## src/rtl/adc_ser_pkg.sv

```systemverilog
package adc_ser_pkg;
  localparam logic [2:0] LANE_CODE_SINGLE = 3'b101;
  localparam logic [2:0] LANE_CODE_SHARED = 3'b110;

  typedef enum logic [1:0] {
    LM_DUAL   = 2'd0,
    LM_SINGLE = 2'd1,
    LM_SHARED = 2'd2
  } lane_map_e;

  function automatic lane_map_e decode_lane(input logic [2:0] code);
    case (code)
      LANE_CODE_SINGLE: return LM_SINGLE;
      LANE_CODE_SHARED: return LM_SHARED;
      default:          return LM_DUAL;
    endcase
  endfunction
endpackage

```

## src/rtl/adc_smp_hold.sv

```systemverilog
module adc_smp_hold #(
  parameter int unsigned WORD_W = 16
) (
  input  logic              clk_i,
  input  logic              rst_ni,
  input  logic              valid_i,
  input  logic [WORD_W-1:0] a_i,
  input  logic [WORD_W-1:0] b_i,
  input  logic              low_lat_i,
  output logic [WORD_W-1:0] word_a_o,
  output logic [WORD_W-1:0] word_b_o
);
  logic [WORD_W-1:0] cur_a_q, cur_b_q, prv_a_q, prv_b_q;

  always_ff @(posedge clk_i or negedge rst_ni) begin
    if (!rst_ni) begin
      cur_a_q <= '0;
      cur_b_q <= '0;
      prv_a_q <= '0;
      prv_b_q <= '0;
    end else if (valid_i) begin
      prv_a_q <= cur_a_q;
      prv_b_q <= cur_b_q;
      cur_a_q <= a_i;
      cur_b_q <= b_i;
    end
  end

  assign word_a_o = low_lat_i ? cur_a_q : prv_a_q;
  assign word_b_o = low_lat_i ? cur_b_q : prv_b_q;

  // two-deep history advances on each strobe
  p_hist_shift_r8: assert property (@(posedge clk_i) disable iff (!rst_ni)
    valid_i |=> (cur_a_q == $past(a_i) && prv_a_q == $past(cur_a_q)));
endmodule

```

## src/rtl/adc_lane_shift.sv

```systemverilog
module adc_lane_shift
  import adc_ser_pkg::*;
#(
  parameter int unsigned WORD_W = 16
) (
  input  logic              clk_i,
  input  logic              rst_ni,
  input  logic              cs_ni,
  input  logic              cs_fall_i,
  input  logic              step_i,
  input  lane_map_e         mode_i,
  input  logic [WORD_W-1:0] word_a_i,
  input  logic [WORD_W-1:0] word_b_i,
  output logic              active_o,
  output lane_map_e         mode_o,
  output logic [1:0]        top_a_o,
  output logic [1:0]        top_b_o
);
  localparam int unsigned SR_W  = 2 * WORD_W;
  localparam int unsigned CNT_W = $clog2(SR_W + 1);
  localparam logic [CNT_W-1:0] LEN_DUAL   = CNT_W'(WORD_W / 2);
  localparam logic [CNT_W-1:0] LEN_SINGLE = CNT_W'(WORD_W);
  localparam logic [CNT_W-1:0] LEN_SHARED = CNT_W'(SR_W);

  logic [SR_W-1:0]  sr_q;
  logic [CNT_W-1:0] cnt_q;
  logic [CNT_W-1:0] len;
  logic             active_q;
  lane_map_e        mode_q;

  always_comb begin
    case (mode_q)
      LM_SINGLE: len = LEN_SINGLE;
      LM_SHARED: len = LEN_SHARED;
      default:   len = LEN_DUAL;
    endcase
  end

  always_ff @(posedge clk_i or negedge rst_ni) begin
    if (!rst_ni) begin
      sr_q     <= '0;
      cnt_q    <= '0;
      active_q <= 1'b0;
      mode_q   <= LM_DUAL;
    end else if (cs_ni) begin
      sr_q     <= '0;
      cnt_q    <= '0;
      active_q <= 1'b0;
    end else if (cs_fall_i) begin
      sr_q     <= {word_a_i, word_b_i};
      cnt_q    <= '0;
      active_q <= 1'b1;
      mode_q   <= mode_i;
    end else if (step_i && active_q && cnt_q < len) begin
      cnt_q <= cnt_q + 1'b1;
      case (mode_q)
        LM_SINGLE: sr_q <= {sr_q[SR_W-2:WORD_W], 1'b0, sr_q[WORD_W-2:0], 1'b0};
        LM_SHARED: sr_q <= {sr_q[SR_W-2:0], 1'b0};
        default:   sr_q <= {sr_q[SR_W-3:WORD_W], 2'b00, sr_q[WORD_W-3:0], 2'b00};
      endcase
    end
  end

  assign active_o = active_q;
  assign mode_o   = mode_q;
  assign top_a_o  = sr_q[SR_W-1 -: 2];
  assign top_b_o  = sr_q[WORD_W-1 -: 2];

  // step counter restarts at frame start and never passes frame length
  p_frame_start_r7: assert property (@(posedge clk_i) disable iff (!rst_ni)
    cs_fall_i |=> (cnt_q == '0 && active_q));
  p_cnt_bound_r7: assert property (@(posedge clk_i) disable iff (!rst_ni)
    cnt_q <= len);
  // layout frozen inside a frame
  p_mode_frozen_r11: assert property (@(posedge clk_i) disable iff (!rst_ni)
    (active_q && !cs_ni && !cs_fall_i) |=> $stable(mode_q));
endmodule

```

## src/rtl/adc_pin_mux.sv

```systemverilog
module adc_pin_mux
  import adc_ser_pkg::*;
(
  input  logic       active_i,
  input  lane_map_e  mode_i,
  input  logic [1:0] top_a_i,
  input  logic [1:0] top_b_i,
  input  logic       daisy_i,
  input  logic       sclk_i,
  output logic [3:0] d_o,
  output logic [3:0] oe_o
);
  logic [3:0] dat, en;

  always_comb begin
    case (mode_i)
      LM_SINGLE: begin
        dat = {top_a_i[1], 1'b0, top_b_i[1], 1'b0};
        en  = 4'b1010;
      end
      LM_SHARED: begin
        dat = {top_a_i[1], 3'b000};
        en  = 4'b1000;
      end
      default: begin
        dat = {top_a_i, top_b_i};
        en  = 4'b1111;
      end
    endcase
    if (!active_i) begin
      dat = 4'b0000;
      en  = 4'b0000;
    end
  end

  assign d_o  = {dat[3:1], daisy_i ? sclk_i : dat[0]};
  assign oe_o = {en[3:1], en[0] | daisy_i};
endmodule

```

## src/rtl/adc_ser_out.sv

```systemverilog
module adc_ser_out
  import adc_ser_pkg::*;
#(
  parameter int unsigned WORD_W = 16
) (
  input  logic              clk_i,
  input  logic              rst_ni,
  input  logic              smp_valid_i,
  input  logic [WORD_W-1:0] smp_a_i,
  input  logic [WORD_W-1:0] smp_b_i,
  input  logic [2:0]        lane_mode_i,
  input  logic              low_lat_i,
  input  logic              daisy_clk_i,
  input  logic              cs_ni,
  input  logic              sclk_i,
  output logic [3:0]        d_o,
  output logic [3:0]        d_oe_o
);
  logic              cs_q, sclk_q;
  logic              cs_fall, step;
  logic [WORD_W-1:0] word_a, word_b;
  logic              active;
  lane_map_e         mode_cur;
  logic [1:0]        top_a, top_b;

  always_ff @(posedge clk_i or negedge rst_ni) begin
    if (!rst_ni) begin
      cs_q   <= 1'b1;
      sclk_q <= 1'b0;
    end else begin
      cs_q   <= cs_ni;
      sclk_q <= sclk_i;
    end
  end

  assign cs_fall = cs_q & ~cs_ni;
  assign step    = sclk_i & ~sclk_q & ~cs_ni;

  adc_smp_hold #(.WORD_W(WORD_W)) u_hold (
    .clk_i     (clk_i),
    .rst_ni    (rst_ni),
    .valid_i   (smp_valid_i),
    .a_i       (smp_a_i),
    .b_i       (smp_b_i),
    .low_lat_i (low_lat_i),
    .word_a_o  (word_a),
    .word_b_o  (word_b)
  );

  adc_lane_shift #(.WORD_W(WORD_W)) u_shift (
    .clk_i     (clk_i),
    .rst_ni    (rst_ni),
    .cs_ni     (cs_ni),
    .cs_fall_i (cs_fall),
    .step_i    (step),
    .mode_i    (decode_lane(lane_mode_i)),
    .word_a_i  (word_a),
    .word_b_i  (word_b),
    .active_o  (active),
    .mode_o    (mode_cur),
    .top_a_o   (top_a),
    .top_b_o   (top_b)
  );

  adc_pin_mux u_mux (
    .active_i (active),
    .mode_i   (mode_cur),
    .top_a_i  (top_a),
    .top_b_i  (top_b),
    .daisy_i  (daisy_clk_i),
    .sclk_i   (sclk_i),
    .d_o      (d_o),
    .oe_o     (d_oe_o)
  );

  // deselect releases data pins one cycle later
  p_cs_high_hiz_r2: assert property (@(posedge clk_i) disable iff (!rst_ni)
    cs_ni |=> (d_oe_o[3:1] == 3'b000));
  // feed-through keeps D0 driven
  p_daisy_drive_r10: assert property (@(posedge clk_i) disable iff (!rst_ni)
    daisy_clk_i |-> d_oe_o[0]);
endmodule

```

## config.mk

```make
export PLATFORM = sky130hd
export DESIGN_NAME = adc_ser_out
export DESIGN_NICKNAME = d
export VERILOG_FILES = /design/src/rtl/adc_ser_pkg.sv /design/src/rtl/adc_smp_hold.sv /design/src/rtl/adc_lane_shift.sv /design/src/rtl/adc_pin_mux.sv /design/src/rtl/adc_ser_out.sv
export SDC_FILE = /design/constraint.sdc
export NUM_CORES = 1
export LEC_CHECK = 0
export BUFFER_PORTS_ARGS = -buffer_cell sky130_fd_sc_hd__buf_4
export CELL_PAD_IN_SITES_DETAIL_PLACEMENT = 2
export CELL_PAD_IN_SITES_GLOBAL_PLACEMENT = 2
export CORE_ASPECT_RATIO = 1.2
export CORE_MARGIN = 1
export CORE_UTILIZATION = 38
export CTS_BUF_LIST = sky130_fd_sc_hd__clkbuf_8
export DETAILED_ROUTE_END_ITERATION = 7
export PLACE_DENSITY = 0.79
export REMOVE_ABC_BUFFERS = 1
export SLEW_MARGIN = 5
export SYNTH_ARGS = -nofsm -noshare
export SYNTH_HDL_FRONTEND = slang
export SYNTH_SLANG_ARGS = --single-unit
```

## constraint.sdc

```tcl
create_clock -name clk_i -period 2.14 [get_ports clk_i]
set_input_delay 0.535 -clock clk_i [delete_from_list [all_inputs] [get_ports clk_i]]
set_output_delay 0.535 -clock clk_i [all_outputs]
set_load 0.05 [all_outputs]
```

# Yosys cells after proc, flatten, opt, wreduce, memory -nomap -nowiden

Cells that the tools add are included.

Input bits: 42
Output and inout port bits: 8
Word-level logic and storage cells: 45
Register bits: 107

Add/sub/neg operators: 1
Muxes and demuxes: 18
Equal/unequal tests: 4
Order comparisons: 1
Bitwise gates (word level): 6
Reductions and logical operators: 5

Operators with widths:

| kind                                                                  | number |
|---|---|
| 32-bit 2-to-1 mux                                                     | 3 |
| 32-bit one-hot mux with 2 select lines                                | 1 |
| 16-bit 2-to-1 mux                                                     | 2 |
| 6-bit 2-to-1 mux                                                      | 3 |
| 3-bit one-hot mux with 2 select lines                                 | 2 |
| 6-bit one-hot mux with 2 select lines                                 | 1 |
| 4-bit 2-to-1 mux                                                      | 2 |
| 6-bit by 1-bit adder with 6-bit output, second input constant         | 1 |
| 3-bit equality test, second input constant                            | 2 |
| 6-bit less-than comparator                                            | 1 |
| 2-bit one-hot mux with 2 select lines                                 | 1 |
| 1-bit bitwise AND                                                     | 3 |
| 1-bit 2-to-1 mux                                                      | 3 |
| 3-bit nonzero test                                                    | 1 |
| 2-bit by 1-bit equality test with 1-bit output, second input constant | 1 |
| 2-bit equality test, second input constant                            | 1 |
| 1-bit logical AND                                                     | 2 |
| 1-bit NOT                                                             | 2 |
| 2-bit AND reduction                                                   | 1 |
| 2-bit nonzero test                                                    | 1 |
| 1-bit bitwise OR                                                      | 1 |

# Logic depth before layout (Yosys ltp)

Gate-level depths: netlist of run 1.

Word-level depth: 8
Mapped depth: 9

# By module

From an unflattened synthesis of run 1, not the netlist that was laid out.

Cells, all modules: 443
Area, all modules: 5654.2 um^2

By module, submodules not included:

| module         | times used | cells each | area an instance (um^2) |
|---|---|---|---|
| adc_smp_hold   | 1          | 171        | 3099.2 |
| adc_lane_shift | 1          | 252        | 2368.5 |
| adc_pin_mux    | 1          | 14         | 98.8 |
| adc_ser_out    | 1          | 6          | 87.6 |

# Worst setup path after synthesis of run 1

Ideal clock, no wire load.

Path type: register -> output
Start: reg u_shift.mode_q[0] (netlist: u_shift.mode_o[0])
End: out d_o[0]
Data arrival time: 2.769 ns
Buffers on the path: 2
Data required time: 1.605 ns
Cell stages (with the launch flop): 8
Path slack: -1.164 ns
Cells stage by stage: dfrtp_1 -> inv_1 -> ha_1 -> buf_2 -> clkbuf_1 -> and2_1 -> nand2_1 -> o21ai_0

Cells in the longest elaborated chain, start to end: 4
Elaborated cells between the ends (all ways): 5
Those cells by class: 2 x eq/ne; 3 x mux

Ends and longest elaborated chain:

| item                                                                                  | line                 | text |
|---|---|---|
| start: declaration                                                                    | adc_lane_shift.sv:29 | `lane_map_e mode_q;` |
| start signal: assignment                                                              | adc_lane_shift.sv:53 | `mode_q <= mode_i;` |
| 2-bit equality test or 2-bit by 1-bit equality test with 1-bit output (tied branches) | adc_pin_mux.sv:16    | `case (mode_i)` |
| 3-bit one-hot mux with 2 select lines *                                               | adc_pin_mux.sv:16    |  |
| 4-bit 2-to-1 mux *                                                                    | adc_pin_mux.sv:30    | `if (!active_i) begin` |
| 1-bit 2-to-1 mux *                                                                    | adc_pin_mux.sv:36    | `assign d_o = {dat[3:1], daisy_i ? sclk_i : dat[0]};` |
| end: declaration                                                                      | adc_ser_out.sv:16    | `output logic [3:0] d_o,` |

Every way passes the cells marked *; elsewhere a longest branch is shown, timed or not.

# Worst setup path in the final report of run 1

Start: reg u_shift.mode_q[1] (netlist: u_shift.mode_o[1])
End: reg u_shift.sr_q[16]

Cells in the longest elaborated chain, start to end: 5
Elaborated cells between the ends (all ways): 10
Those cells by class: 1 x order compare; 2 x eq/ne; 5 x mux; 2 x reduce/logical

Ends and longest elaborated chain:

| item                                                                                            | line                                       | text |
|---|---|---|
| 2-bit equality test or 2-bit by 1-bit equality test with 1-bit output (tied branches)           | adc_lane_shift.sv:32, adc_lane_shift.sv:56 |  |
| 6-bit one-hot mux with 2 select lines or 32-bit one-hot mux with 2 select lines (tied branches) | adc_lane_shift.sv:32, adc_lane_shift.sv:56 |  |
| 6-bit less-than comparator or 32-bit 2-to-1 mux (tied branches)                                 | adc_lane_shift.sv:54                       | `end else if (step_i && active_q && cnt_q < len) begin` |
| 1-bit logical AND or 32-bit 2-to-1 mux (tied branches)                                          | adc_lane_shift.sv:54, adc_lane_shift.sv:49 |  |
| 3-bit nonzero test (no source line) or 32-bit 2-to-1 mux (tied branches)                        | -                                          |  |
| end signal: assignment                                                                          | adc_lane_shift.sv:57                       | `LM_SINGLE: sr_q <= {sr_q[SR_W-2:WORD_W], 1'b0, sr_q[WORD_W-2:0], 1'b0};` |
| end signal: assignment                                                                          | adc_lane_shift.sv:58                       | `LM_SHARED: sr_q <= {sr_q[SR_W-2:0], 1'b0};` |
| end signal: assignment                                                                          | adc_lane_shift.sv:59                       | `default: sr_q <= {sr_q[SR_W-3:WORD_W], 2'b00, sr_q[WORD_W-3:0], 2'b00};` |
| end: declaration                                                                                | adc_lane_shift.sv:25                       | `logic [SR_W-1:0] sr_q;` |

Parallel ways exist; a longest one is shown, timed or not. The select of a mux whose other input is x is not followed.
A chain may end at the register's enable or synchronous reset.

==> flow_metrics.py, run 1 <==
metrics = {
    "finish": {
        "fillCellCount": 1283,
        "seqCellArea_um2": 2680,
        "areaGrowthSynthToFinish_pct": 22.1,
        "drive_gt1_share_pct": 48.4,
        "layout.nets": 503,
        "multi_input_area_um2": 2460,
        "fin_util_pct": 47.6,
        "diodes": 0,
    },
    "cts": {
        "cts_buffers": 9,
        "cts_tree": "built",
        "cts_root_buf": "clkbuf_8",
        "clkLatencyLatePin_ps": 400,
        "cts_buffer_depth": 2,
        "cts_hold_buf": 0,
        "path_clk_slew_ps": 120,
        "cts.sinks": 107,
        "htreeDepth": 3,
    },
    "global_route": {
        "track_usage_pct": 21.8,
        "grt_remaining_overflow": 0,
        "grt_max_degree": 65,
        "grt_pass1_vias": 4034,
        "grt_pass1_wl_um": 22700,
        "grt_antenna_before_repair": 0,
    },
    "critical_path": {
        "end_kind": "flop",
        "start_kind": "flop",
        "critPathRequiredTime_ps": 2420,
        "ff2ff_path_depth": 11,
        "r2r-start": "u_shift.mode_o[1]$_DFFE_PN0P_",
        "cp.arrival_ps": 2580,
        "worstPathMaxFanout": 7,
        "crit_type": "reg -> reg",
        "rrSetupSlack_ps": -160,
        "r2r-end": "u_shift.sr_q[16]$_DFFE_PN0P_",
    },
    "logic_synthesis": {
        "yosysTopAreaCellShare_pct": 51.4,
        "yosysWarnings": 0,
        "synth_top_cell_by_area": "dfrtp_1",
        "yosysMostFrequentCell": "dfrtp_1",
        "synth_area_um2": 5160,
        "ys.flop_type": "dfrtp_1",
        "synth_seq_cells": 107,
        "synth_edf_count": 0,
        "ys_types": 39,
        "synth_area_leaders": "dfrtp_1 51%, mux2_2 20%, mux2i_1 6.2%, a221oi_1 4.8%, a211oi_1 4.1%",
        "async_reset_ff_share_pct": 100,
        "avgSynthCellArea_um2": 12.9,
        "netlist_top_cells_count": "106 x dfrtp_1, 93 x mux2_2, 32 x mux2i_1, 28 x a211oi_1, 28 x a221oi_1",
        "netlist_instances": 400,
        "ys_seq_area_share_pct": 51.9,
    },
    "die": {
        "dieHeight_um": 130,
        "coreArea_um2": 13200,
        "die_w_um": 108,
        "num_rows": 46,
        "num_io_pins": 50,
        "die-area_um2": 14100,
        "start_util_pct": 39.0,
    },
    "sta": {
        "fmax_mhz": 435,
        "rsz0062_at_grt": "true",
        "setup_slack_ps": -158,
        "clock_skew_ps": 23.2,
        "finalHoldViolations": 0,
        "min_period_over_period_pct": 107,
        "post-route-min-period_ps": 2300,
        "tightestPinTransition_ps": 642,
        "drv_slew": 0,
        "setup_viol": 39,
        "relSlewSlack_pct": 56.6,
    },
    "outcome": {
        "violations": "setup timing",
        "outcome": "finished with violations",
    },
    "detailed_routing": {
        "routed-via-count": 3628,
        "vias_per_cell": 5.79,
        "drt-total-wl_um": 14200,
        "firstDrtPassIters": 4,
        "drc_errors": 0,
        "wl_per_cell_um": 22.7,
        "initialDrtViolationCount": 160,
        "final_antenna_net_count": 0,
    },
    "job": {
        "max_cap_viol_count": 0,
    },
    "pwr": {
        "powerDensity_nw_per_um2": 713,
        "power_leakage_nw": 2.74,
        "power_w": 0.00450,
        "peakVddDrop_mv": 0.385,
    },
    "placement": {
        "port_buffers": 49,
        "dp.final_hpwl_um": 8570,
        "globalplace.congestion": 0.747,
    },
    "hold_path": {
        "hp-class": "in -> async",
    },
}
where the power goes:
part | switching [W] | total, W | internal, W
Clock | 0.000748 | 0.00117 | 0.000420
Combinational | 0.000432 | 0.000907 | 0.000475
Sequential | 0.000176 | 0.00242 | 0.00224
worst max-delay path by stage:
| stage | startpoint | end | depth (start not counted) | slack [ps] |
|---|---|---|---|---|
| 2_1_floorplan | u_shift.mode_o[0]$_DFFE_PN0P_ | d_o[0] | 5 | -1300 |
| 3_3_place_gp | u_shift.mode_o[0]$_DFFE_PN0P_ | u_shift.sr_q[22]$_DFFE_PN0P_ | 8 | 5 |
| 3_5_place_dp | u_shift.mode_o[0]$_DFFE_PN0P_ | u_shift.cnt_q[5]$_DFFE_PN0P_ | 8 | -100 |
| 4_1_cts | u_shift.mode_o[1]$_DFFE_PN0P_ | u_shift.sr_q[7]$_DFFE_PN0P_ | 11 | -80 |
| 5_1_grt | u_shift.mode_o[1]$_DFFE_PN0P_ | u_shift.sr_q[16]$_DFFE_PN0P_ | 11 | -210 |
| 6_report | u_shift.mode_o[1]$_DFFE_PN0P_ | u_shift.sr_q[16]$_DFFE_PN0P_ | 11 | -160 |
critical path, stage by stage, from the launching register on:
cell      delay [ps]
dfrtp_2          460
buf_6            130
inv_4             50
ha_4             120
inv_2             40
ha_4             270
nand2_4           40
o211ai_1         340
o21ai_2          110
buf_6            160
buf_8            140
mux2_4           300
layer usage:
metal	vias up	GRT usage [%]	routed length (um)
met5	-	0	0
met4	0	8.98	352
met3	25	3.52	370
met2	70	38.3	7690
met1	1916	26.5	5820
li1	1617	-	-
registers in the layout, indices dropped and copies added (netlist names):
register / count
u_hold.prv_b_q: 16
u_hold.cur_b_q: 16
u_shift.sr_q: 32
u_shift.cnt_q: 6
sclk_q: 1
u_hold.cur_a_q: 16
u_shift.mode_o: 2
u_hold.prv_a_q: 16
cs_q: 1
u_shift.active_o: 1
layout make-up:
cell class / count / share of cell area (%)
multi-input cells: 250 / 39.1
well taps: 168 / 3.33
flip-flops and latches: 107 / 42.5
clock buffers: 9 / 1.97
inverters: 6 / 0.397
repair buffers: 80 / 12.0
clock inverters: 7 / 0.695
metrics by stage:
| stage | worst slack, ps | hold WS (ps) | cells | TNS [ps] | cell area, um^2 |
|---|---|---|---|---|---|
| 2_1_floorplan | -1300 | 239 | 363 | -32460 | 5000 |
| 3_3_place_gp | 4.79 | 488 | 599 | 0 | 5780 |
| 3_5_place_dp | -103 | 498 | 599 | -2320 | 5780 |
| 4_1_cts | -80.2 | 92.5 | 623 | -2080 | 6220 |
| 5_1_grt | -208 | 95.9 | 627 | -6240 | 6300 |
| 6_report | -158 | 91.0 | 627 | -4280 | 6300 |
placed cells by master, fill, tap and decap left out, types with 5 or more instances in the layout:
master / instances
mux2_2: 85
a21oi_2: 5
mux2_4: 10
a221oi_1: 28
nand3_1: 5
a211oi_1: 28
nand2_1: 7
clkbuf_8: 9
mux2i_1: 32
ha_4: 5
buf_12: 6
dfrtp_1: 105
buf_4: 60
o21ai_0: 5
buf_6: 10
what timing repair did:
item                                    4_1_cts  5_1_grt
pin swaps                                    12        9
setup buffers                                 6        4
resized for setup                            49       13
gates cloned                                  2        0
endpoints found under the setup margin       40       41
cells by family after synthesis:
family          share of synthesized area [%]
compound gates                           11.8
simple gates                             4.10
buf+inv                                  3.56
mux                                      26.9
fa+ha+maj                                1.70
flops                                    51.9
No activity file was read; power rests on OpenSTA's default activity.
==> run 2, diff against run 1 <==
Settings changed: TNS_END_PERCENT set to 30.
Clock period 2.14 ns to 2 ns, I/O delays scaled along.
==> flow_metrics.py, run 2 (same netlist as run 1, synthesis figures left out) <==
metrics = {
    "detailed_routing": {
        "drc_errors": 0,
        "wl_per_cell_um": 22.7,
        "firstDrtPassIters": 4,
        "final_antenna_net_count": 0,
        "drt-total-wl_um": 14300,
        "vias_per_cell": 5.70,
        "initialDrtViolationCount": 137,
        "routed-via-count": 3590,
    },
    "sta": {
        "setup_slack_ps": -265,
        "post-route-min-period_ps": 2260,
        "relSlewSlack_pct": 62.3,
        "tightestPinTransition_ps": 566,
        "setup_viol": 43,
        "drv_slew": 0,
        "rsz0062_at_grt": "true",
        "clock_skew_ps": 11.8,
        "fmax_mhz": 442,
        "min_period_over_period_pct": 113,
        "finalHoldViolations": 0,
    },
    "die": {
        "die_w_um": 108,
        "coreArea_um2": 13200,
        "dieHeight_um": 130,
        "num_io_pins": 50,
        "die-area_um2": 14100,
        "num_rows": 46,
        "start_util_pct": 39.0,
    },
    "cts": {
        "path_clk_slew_ps": 100,
        "cts.sinks": 107,
        "htreeDepth": 3,
        "cts_tree": "built",
        "cts_buffer_depth": 2,
        "clkLatencyLatePin_ps": 370,
        "cts_buffers": 9,
        "cts_root_buf": "clkbuf_8",
    },
    "finish": {
        "largest-register": "u_shift.sr_q",
        "areaGrowthSynthToFinish_pct": 22.9,
        "layout_commonest_cell": "dfrtp_1",
        "layout.nets": 507,
        "final_cell_mix": "105 x dfrtp_1, 91 x mux2_2, 64 x buf_4",
        "diodes": 0,
        "drive_gt1_share_pct": 48.3,
        "largest_register_ffs": 32,
    },
    "outcome": {
        "outcome": "finished with violations",
        "violations": "setup timing",
    },
    "critical_path": {
        "cp.arrival_ps": 2520,
        "crit_type": "reg -> reg",
        "critPathRequiredTime_ps": 2260,
        "end_kind": "flop",
        "start_kind": "flop",
        "worstPathMaxFanout": 7,
    },
    "placement": {
        "dp.final_hpwl_um": 8150,
        "dp_slack_ps": -243,
        "globalplace.congestion": 0.710,
        "port_buffers": 49,
    },
    "global_route": {
        "grt_pass1_vias": 3992,
        "grt_remaining_overflow": 0,
        "grt_max_degree": 65,
        "grt_pass1_wl_um": 21900,
        "grt_antenna_before_repair": 0,
        "track_usage_pct": 20.4,
    },
    "pwr": {
        "power_w": 0.00489,
        "powerDensity_nw_per_um2": 770,
        "peakVddDrop_mv": 0.376,
        "power_leakage_nw": 2.76,
    },
    "hold_path": {
        "hp-class": "in -> async",
    },
    "job": {
        "max_cap_viol_count": 0,
    },
}
==> run 2: cell count changes in the layout (fill, tap and decap cells not counted), moves of 2 or more <==
| cell | previous run | this run |
|---|---|---|
| buf_12 | 6 | 8 |
| buf_4 | 60 | 64 |
| buf_6 | 10 | 7 |
| clkbuf_16 | 0 | 2 |
| clkinv_2 | 4 | 2 |
| mux2_2 | 85 | 91 |
| mux2_4 | 10 | 4 |
| nand2_2 | 1 | 3 |
==> run 2: through the flow <==
step                hold slack (ps)  instances  utilization, %  TNS (ps)  cell area (um^2)
global placement                488        601            43.9     -3080              5810
CTS                            98.7        624            46.5     -7170              6150
global route                    111        630            47.9    -12230              6350
floorplan                       204        363               -    -38290              5000
finish                         86.4        630            47.9     -8930              6350
detailed placement              495        601            43.9     -7200              5810
==> run 2: timing repair <==
action	4_1_cts	5_1_grt
gates resized for setup	30	20
setup endpoints to repair	41	44
buffers inserted	8	4
endpoints found under the hold margin	0	0
hold buffers	0	0
pin swaps	9	4
gates cloned	0	2
==> run 2: final timing paths <==
check	startpoint	end	slack, ps	depth (start not counted)
worst min-delay path	rst_ni	u_hold.cur_b_q[15]$_DFFE_PN0P_	90	1
max in group asynchronous	rst_ni	u_shift.mode_o[1]$_DFFE_PN0P_	1180	2
worst min register to register	u_hold.prv_b_q[7]$_DFFE_PN0P_	u_hold.prv_b_q[7]$_DFFE_PN0P_	510	1
worst max-delay path	u_shift.mode_o[0]$_DFFE_PN0P_	u_shift.sr_q[22]$_DFFE_PN0P_	-260	10
min in group clk_i	sclk_i	sclk_q$_DFF_PN0_	250	1
worst max register to register	u_shift.mode_o[0]$_DFFE_PN0P_	u_shift.sr_q[22]$_DFFE_PN0P_	-260	10
==> run 2: final cells by class <==
| class | instances | area (um^2) |
|---|---|---|
| Clock buffer | 9 | 124 |
| Clock inverter | 6 | 58.8 |
| Fill cell | 1279 | 6890 |
| Inverter | 6 | 22.5 |
| Multi-Input combinational cell | 250 | 2440 |
| Sequential cell | 107 | 2680 |
| Tap cell | 168 | 210 |
| Timing Repair Buffer | 84 | 815 |
==> run 2: per-layer routing <==
layer  vias to the layer above  part of all wire [%]  global-route usage [%]
met4                         0                   1.5                    6.76
met3                        17                   2.2                    2.62
li1                       1615                     -                       -
met5                         -                     0                       0
met2                        71                    54                    35.8
met1                      1887                    42                    26.0
==> run 2: critical path: stages (launching register included) <==
cell and delay (ps):
dfrtp_1 410, inv_2 100, buf_6 110, ha_4 210
buf_6 120, and2b_1 160, o211ai_1 310, o21ai_4 110
buf_12 170, buf_8 140, mux2_4 300
==> run 2: report_power, final <==
part | total [W] | internal, W | switching [W]
clock | 0.00132 | 0.000565 | 0.000759
sequential | 0.00259 | 0.00240 | 0.000187
combinational | 0.000976 | 0.000512 | 0.000464
total | 0.00489 | 0.00348 | 0.00141
